## src/rtl/booth4_pkg.sv

```systemverilog
package booth4_pkg;

    // One recoded radix-4 digit: magnitude 0, 1 or 2 with a sign.
    typedef struct packed {
        logic en;   // digit is nonzero
        logic neg;  // subtract instead of add
        logic dbl;  // magnitude two
    } booth_digit_t;

endpackage

```

## src/rtl/booth4_recoder.sv

```systemverilog
module booth4_recoder
    import booth4_pkg::*;
(
    input  logic [2:0]   triplet_i,  // {b1, b0, prev}
    output booth_digit_t digit_o
);

    always_comb begin
        digit_o = '0;
        unique case (triplet_i)
            3'b000, 3'b111: digit_o = '{en: 1'b0, neg: 1'b0, dbl: 1'b0};
            3'b001, 3'b010: digit_o = '{en: 1'b1, neg: 1'b0, dbl: 1'b0};
            3'b011:         digit_o = '{en: 1'b1, neg: 1'b0, dbl: 1'b1};
            3'b100:         digit_o = '{en: 1'b1, neg: 1'b1, dbl: 1'b1};
            3'b101, 3'b110: digit_o = '{en: 1'b1, neg: 1'b1, dbl: 1'b0};
            default:        digit_o = '0;
        endcase

        dbl_needs_en_chk: assert (!digit_o.dbl || digit_o.en);
    end

endmodule

```

## src/rtl/booth4_addsub.sv

```systemverilog
module booth4_addsub
    import booth4_pkg::*;
#(
    parameter int EXT_W = 34
) (
    input  logic [EXT_W-1:0] acc_i,
    input  logic [EXT_W-1:0] mcand_ext_i,
    input  booth_digit_t     digit_i,
    output logic [EXT_W-1:0] sum_o
);

    logic [EXT_W-1:0] mag;

    always_comb begin
        mag = digit_i.dbl ? {mcand_ext_i[EXT_W-2:0], 1'b0} : mcand_ext_i;
        if (!digit_i.en) begin
            mag = '0;
        end
        sum_o = digit_i.neg ? (acc_i - mag) : (acc_i + mag);
    end

endmodule

```

## src/rtl/booth4_mul.sv

```systemverilog
module booth4_mul
    import booth4_pkg::*;
#(
    parameter int W = 32
) (
    input  logic           clk,
    input  logic           rst_n,
    input  logic           start_i,
    input  logic [W-1:0]   mcand_i,
    input  logic [W-1:0]   mplier_i,
    output logic           done_o,
    output logic [2*W-1:0] product_o
);

    localparam int EXT_W = W + 2;
    localparam int STEPS = W / 2;
    localparam int CNT_W = $clog2(STEPS + 1);
    localparam logic [CNT_W-1:0] LAST_STEP = CNT_W'(STEPS - 1);

    typedef struct packed {
        logic [EXT_W-1:0] hi;
        logic [W-1:0]     lo;
        logic [W-1:0]     mcand;
        logic             prev;
        logic [CNT_W-1:0] cnt;
        logic             busy;
        logic             done;
    } mul_state_t;

    mul_state_t          st_d, st_q;
    booth_digit_t        digit;
    logic [EXT_W-1:0]    mcand_ext;
    logic [EXT_W-1:0]    sum;
    logic signed [EXT_W-1:0] sum_s;

    assign mcand_ext = {{2{st_q.mcand[W-1]}}, st_q.mcand};

    booth4_recoder u_recoder (
        .triplet_i ({st_q.lo[1:0], st_q.prev}),
        .digit_o   (digit)
    );

    booth4_addsub #(.EXT_W(EXT_W)) u_addsub (
        .acc_i       (st_q.hi),
        .mcand_ext_i (mcand_ext),
        .digit_i     (digit),
        .sum_o       (sum)
    );

    assign sum_s = sum;

    always_comb begin
        st_d      = st_q;
        st_d.done = 1'b0;
        if (start_i) begin
            st_d.hi    = '0;
            st_d.lo    = mplier_i;
            st_d.mcand = mcand_i;
            st_d.prev  = 1'b0;
            st_d.cnt   = '0;
            st_d.busy  = 1'b1;
        end else if (st_q.busy) begin
            st_d.hi   = sum_s >>> 2;
            st_d.lo   = {sum[1:0], st_q.lo[W-1:2]};
            st_d.prev = st_q.lo[1];
            st_d.cnt  = st_q.cnt + 1'b1;
            if (st_q.cnt == LAST_STEP) begin
                st_d.busy = 1'b0;
                st_d.done = 1'b1;
            end
        end
    end

    always_ff @(posedge clk or negedge rst_n) begin
        if (!rst_n) begin
            st_q <= '0;
        end else begin
            st_q <= st_d;
        end
    end

    assign done_o    = st_q.done;
    assign product_o = {st_q.hi[W-1:0], st_q.lo};


    load_chk: assert property (@(posedge clk) disable iff (!rst_n)
        start_i |=> (product_o == {{W{1'b0}}, $past(mplier_i)}));


    done_pulse_chk: assert property (@(posedge clk) disable iff (!rst_n)
        done_o |=> !done_o);


    done_idle_chk: assert property (@(posedge clk) disable iff (!rst_n)
        done_o |-> !st_q.busy);


    step_range_chk: assert property (@(posedge clk) disable iff (!rst_n)
        st_q.busy |-> (st_q.cnt < CNT_W'(STEPS)));


    hold_chk: assert property (@(posedge clk) disable iff (!rst_n)
        (!st_q.busy && !start_i) |=> $stable(product_o));


    prev_track_chk: assert property (@(posedge clk) disable iff (!rst_n)
        (st_q.busy && !start_i && !done_o) |=> (st_q.prev == $past(st_q.lo[1]) || done_o));

endmodule

```

## config.mk

```make
export PLATFORM = sky130hd
export DESIGN_NAME = booth4_mul
export DESIGN_NICKNAME = d
export VERILOG_FILES = /design/src/rtl/booth4_pkg.sv /design/src/rtl/booth4_recoder.sv /design/src/rtl/booth4_addsub.sv /design/src/rtl/booth4_mul.sv
export SDC_FILE = /design/constraint.sdc
export NUM_CORES = 1
export LEC_CHECK = 0
export CAP_MARGIN = 20
export CORE_MARGIN = 3
export CORE_UTILIZATION = 45
export CTS_CLUSTER_SIZE = 28
export DETAILED_ROUTE_END_ITERATION = 7
export GPL_TIMING_DRIVEN = 0
export PLACE_DENSITY = 0.68
export SYNTH_ARGS = -nofsm -noshare
export SYNTH_HDL_FRONTEND = slang
export SYNTH_SLANG_ARGS = --single-unit
```

## constraint.sdc

```tcl
create_clock -name clk -period 5.4 [get_ports clk]
set_clock_uncertainty 0.15 [all_clocks]
set_input_delay 1.08 -clock clk [delete_from_list [all_inputs] [get_ports clk]]
set_output_delay 1.08 -clock clk [all_outputs]
set_load 0.05 [all_outputs]
```

==> flow_metrics.tcl <==
set metrics [dict create \
    total_leakage_power_nw 5.265 \
    ant_nets 0 \
    fin_hold_ws_ps 406.4 \
    cts_root_buf "clkbuf_16" \
    path_max_fanout 10 \
    synth_top_family_by_area "compound AO/OA/AOI/OAI gates" \
    synth.avg_cell_area_um2 8.039 \
    synth_nets 1200 \
    initial_core_util_pct 46.48 \
    cts_made_buffers 9 \
    finalPower_mw 4.887 \
    multiInputGateArea_um2 5778 \
    min_path_type "reg -> reg" \
    yosysUniqueCellTypes 74 \
    synthSimpleGateAreaFrac_pct 17.17 \
    violations "setup timing" \
    num_rows 50 \
    synth-compound-area-share_pct 25.23 \
    holdPathStages 1 \
    clk_path_buf_depth 2 \
    worstReg2RegEnd "st_q[104]$_DFFE_PN0P_" \
    fin_nets 1396 \
    synth_top_cell_area_share_pct 29.54 \
    antenna_cells 0 \
    ys_ff_latch 104 \
    drive_gt1_share_pct 21.51 \
    synth_area_leaders "dfrtp_1 30%, a21oi_1 6.9%, buf_4 5.6%" \
    num_io_pins 132 \
    timing.final.crit_share_pct 102.5 \
    hold_viol 0 \
    coreArea_um2 18960 \
    wl_per_cell_um 19.52 \
    track_usage_pct 27.45 \
    ys_seq_area_share_pct 29.54 \
    period_needed_ps 5536 \
    drc 0 \
    finalMaxSlewViolations 0 \
    min_to "product_o[60]$_DFFE_PN0P_" \
    max_stage_delay_ps 470 \
    path_delay_family "simple AND/OR/NAND/NOR gates" \
    crit_path_start "product_o[0]$_DFFE_PN0P_" \
    crit_buf_inv 5 \
    htreeDepth 3 \
    die_w_um 145.9 \
    status "finished with violations" \
    worst_slew_pin_slew_ps 1133 \
    nFillCells 1713 \
    port_buffers 130 \
    dp_hpwl_um 22010 \
    gp_congestion 0.9559 \
    first_iter_violations 858 \
    place_ws_ps -1559 \
    grt_pass1_vias 8600 \
    die_h_um 145.9 \
    antenna_found_initial 0 \
    muxShareOfSynthArea_pct 8.464 \
    die_area_um2 21300 \
    path_cells "buf_4, xor2_4, clkbuf_4, clkbuf_4, nand2_1, ha_4, inv_4, a21oi_4, nand4_1, nor4_4, buf_4, nand3_4, nor2_4, a21oi_1, o221a_2, ha_4, a21o_1, a211o_1, nor2_1, and3_4, o41ai_4, a31oi_1, mux2i_1, mux2_2" \
    grt_max_degree 60 \
    cts_tree "yes" \
    netlist_instances 1096 \
    vdd_drop_max_v 0.0001870 \
    critPathCaptureType "flip-flop" \
    r2r-start "product_o[0]$_DFFE_PN0P_" \
    setup_ws_ps -136.3 \
    grt_overflow_total 0 \
    vias 9070 \
    yosys.area.top_type "dfrtp_1" \
    fmax_ghz 0.1806 \
    cp.depth 24 \
    worst_setup_path_start_kind "flip-flop" \
    cts.sinks 104 \
    worst_r2r_path_depth 24 \
    areaGrowthSynthToFinish_pct 33.37 \
    seq_area_um2 2605 \
    crit_path_top_delay_cell "dfrtp_2" \
    synth_edf_count 0 \
    arrival_ps 5640 \
    worstHoldStart "product_o[60]$_DFFE_PN0P_" \
    rsz0062_at_grt "yes" \
    synth_xor_xnor_area_share_pct 3.280 \
    via_per_inst 5.825 \
    synth_area_um2 8811 \
    async_flop_share_pct 100.0 \
    finalSetupViolations 1 \
    clk_pin_slew_ps 80 \
    wl_um 30390 \
    relSlewSlack_pct 24.48 \
    worst_skew_pair.late_latency_ps 370 \
    worstPathRequired_ps 5510 \
    cts_hold_buf 0 \
    synthAdderAreaFrac_pct 6.135 \
    synth-main-ff-cell "dfrtp_1" \
    cap_violations 0 \
    yosysWarnings 0 \
    final_util_pct 61.99 \
    grt_pass1_wl_um 47140 \
    path_class "reg -> reg" \
    r2r_slack_ps -140 \
    drt-pass1-iter-count 6 \
    powerDensity_nw_per_um2 415.9 \
]
## worst max-delay path by stage
| stage | slack [ps] | endpoint |
|---|---|---|
| floorplan | 20 | st_q[104]$_DFFE_PN0P_ |
| global placement | -1700 | st_q[104]$_DFFE_PN0P_ |
| detailed placement | -1560 | st_q[104]$_DFFE_PN0P_ |
| CTS | -290 | st_q[104]$_DFFE_PN0P_ |
| global route | -230 | st_q[104]$_DFFE_PN0P_ |
| finish | -140 | st_q[104]$_DFFE_PN0P_ |
## cell families after synthesis
| logic type | after synthesis |
|---|---|
| AOI/OAI and AO/OA | 359 |
| muxes | 71 |
| DFF | 104 |
| adders and majority gates | 44 |
| buffers and inverters | 165 |
| xor gates and xnor gates | 33 |
| and+or+nand+nor | 320 |
## sequential cells by signal, summed over array words and instances (netlist names)
signal	cells
mcand_ext	32
done_o	1
product_o	63
st_q	8
## per-layer routing
layer / track usage [%] / part of all wire (%) / vias to the layer above
met2: 43.36 / 46 / 430
met3: 4.453 / 7.6 / 59
li1: - / - / 4282
met4: 8.784 / 2.6 / 0
met5: 0 / 0 / -
met1: 38.58 / 44 / 4299
## power by group
group          switching (mW)  total (mW)  internal [mW]
Sequential              0.178        1.11          0.932
Combinational            1.77        3.11           1.34
Clock                   0.342       0.669          0.327
## final cells by class
| class | count | share of cell area (%) |
|---|---|---|
| tap | 260 | 2.768 |
| clock inverter | 7 | 0.6069 |
| multi-input combinational | 828 | 49.17 |
| clock buffer | 9 | 1.917 |
| buffer | 132 | 7.230 |
| timing repair buffer | 190 | 15.26 |
| inverter | 27 | 0.8837 |
| sequential | 104 | 22.17 |
## cells in the mapped netlist (all sizes together) (16+ instances only)
cell type,count
a21o,18
a21oi,121
buf,81
clkbuf,57
dfrtp,104
ha,36
inv,25
mux2,28
mux2i,43
nand2,126
nor2,87
nor2b,16
nor3,20
o21ai,98
xnor2,21
## cells in the final DEF, fill, tap and decap left out, types with 7 or more instances in the layout
master / netlist / layout
a211o_1: 7 / 7
a211oi_1: 11 / 8
a21o_1: 18 / 18
a21oi_1: 121 / 113
a31oi_1: 11 / 11
buf_4: 66 / 124
clkbuf_1: 56 / 42
clkbuf_16: 0 / 10
clkbuf_2: 1 / 7
clkdlybuf4s50_1: 0 / 129
dfrtp_1: 104 / 102
ha_1: 36 / 30
inv_1: 25 / 22
maj3_1: 7 / 7
mux2_2: 28 / 28
mux2i_1: 43 / 43
nand2_1: 126 / 116
nand2_2: 0 / 7
nand2b_1: 10 / 10
nand3_1: 9 / 7
nand3b_1: 9 / 9
nand4_1: 7 / 7
nor2_1: 87 / 80
nor2b_1: 16 / 15
nor3_1: 20 / 16
o211ai_1: 10 / 10
o21ai_0: 98 / 88
o21bai_1: 9 / 8
xnor2_1: 21 / 20
xor2_1: 12 / 11
## stage by stage
| step | cells | cell area, um2 | TNS, ps |
|---|---|---|---|
| after floorplan | 1096 | 8835 | 0 |
| after global placement | 1486 | 10460 | -141780 |
| after detailed placement | 1487 | 10490 | -26650 |
| after CTS | 1537 | 11360 | -566.3 |
| after global routing | 1557 | 11750 | -629.4 |
| final | 1557 | 11750 | -136.3 |
## repair_timing
item	in CTS	in global routing
gates cloned	1	0
setup endpoints to repair	28	20
resized for setup	78	73
setup buffers	35	24
pin swaps	21	40
No activity file was read; power rests on OpenSTA's default activity.
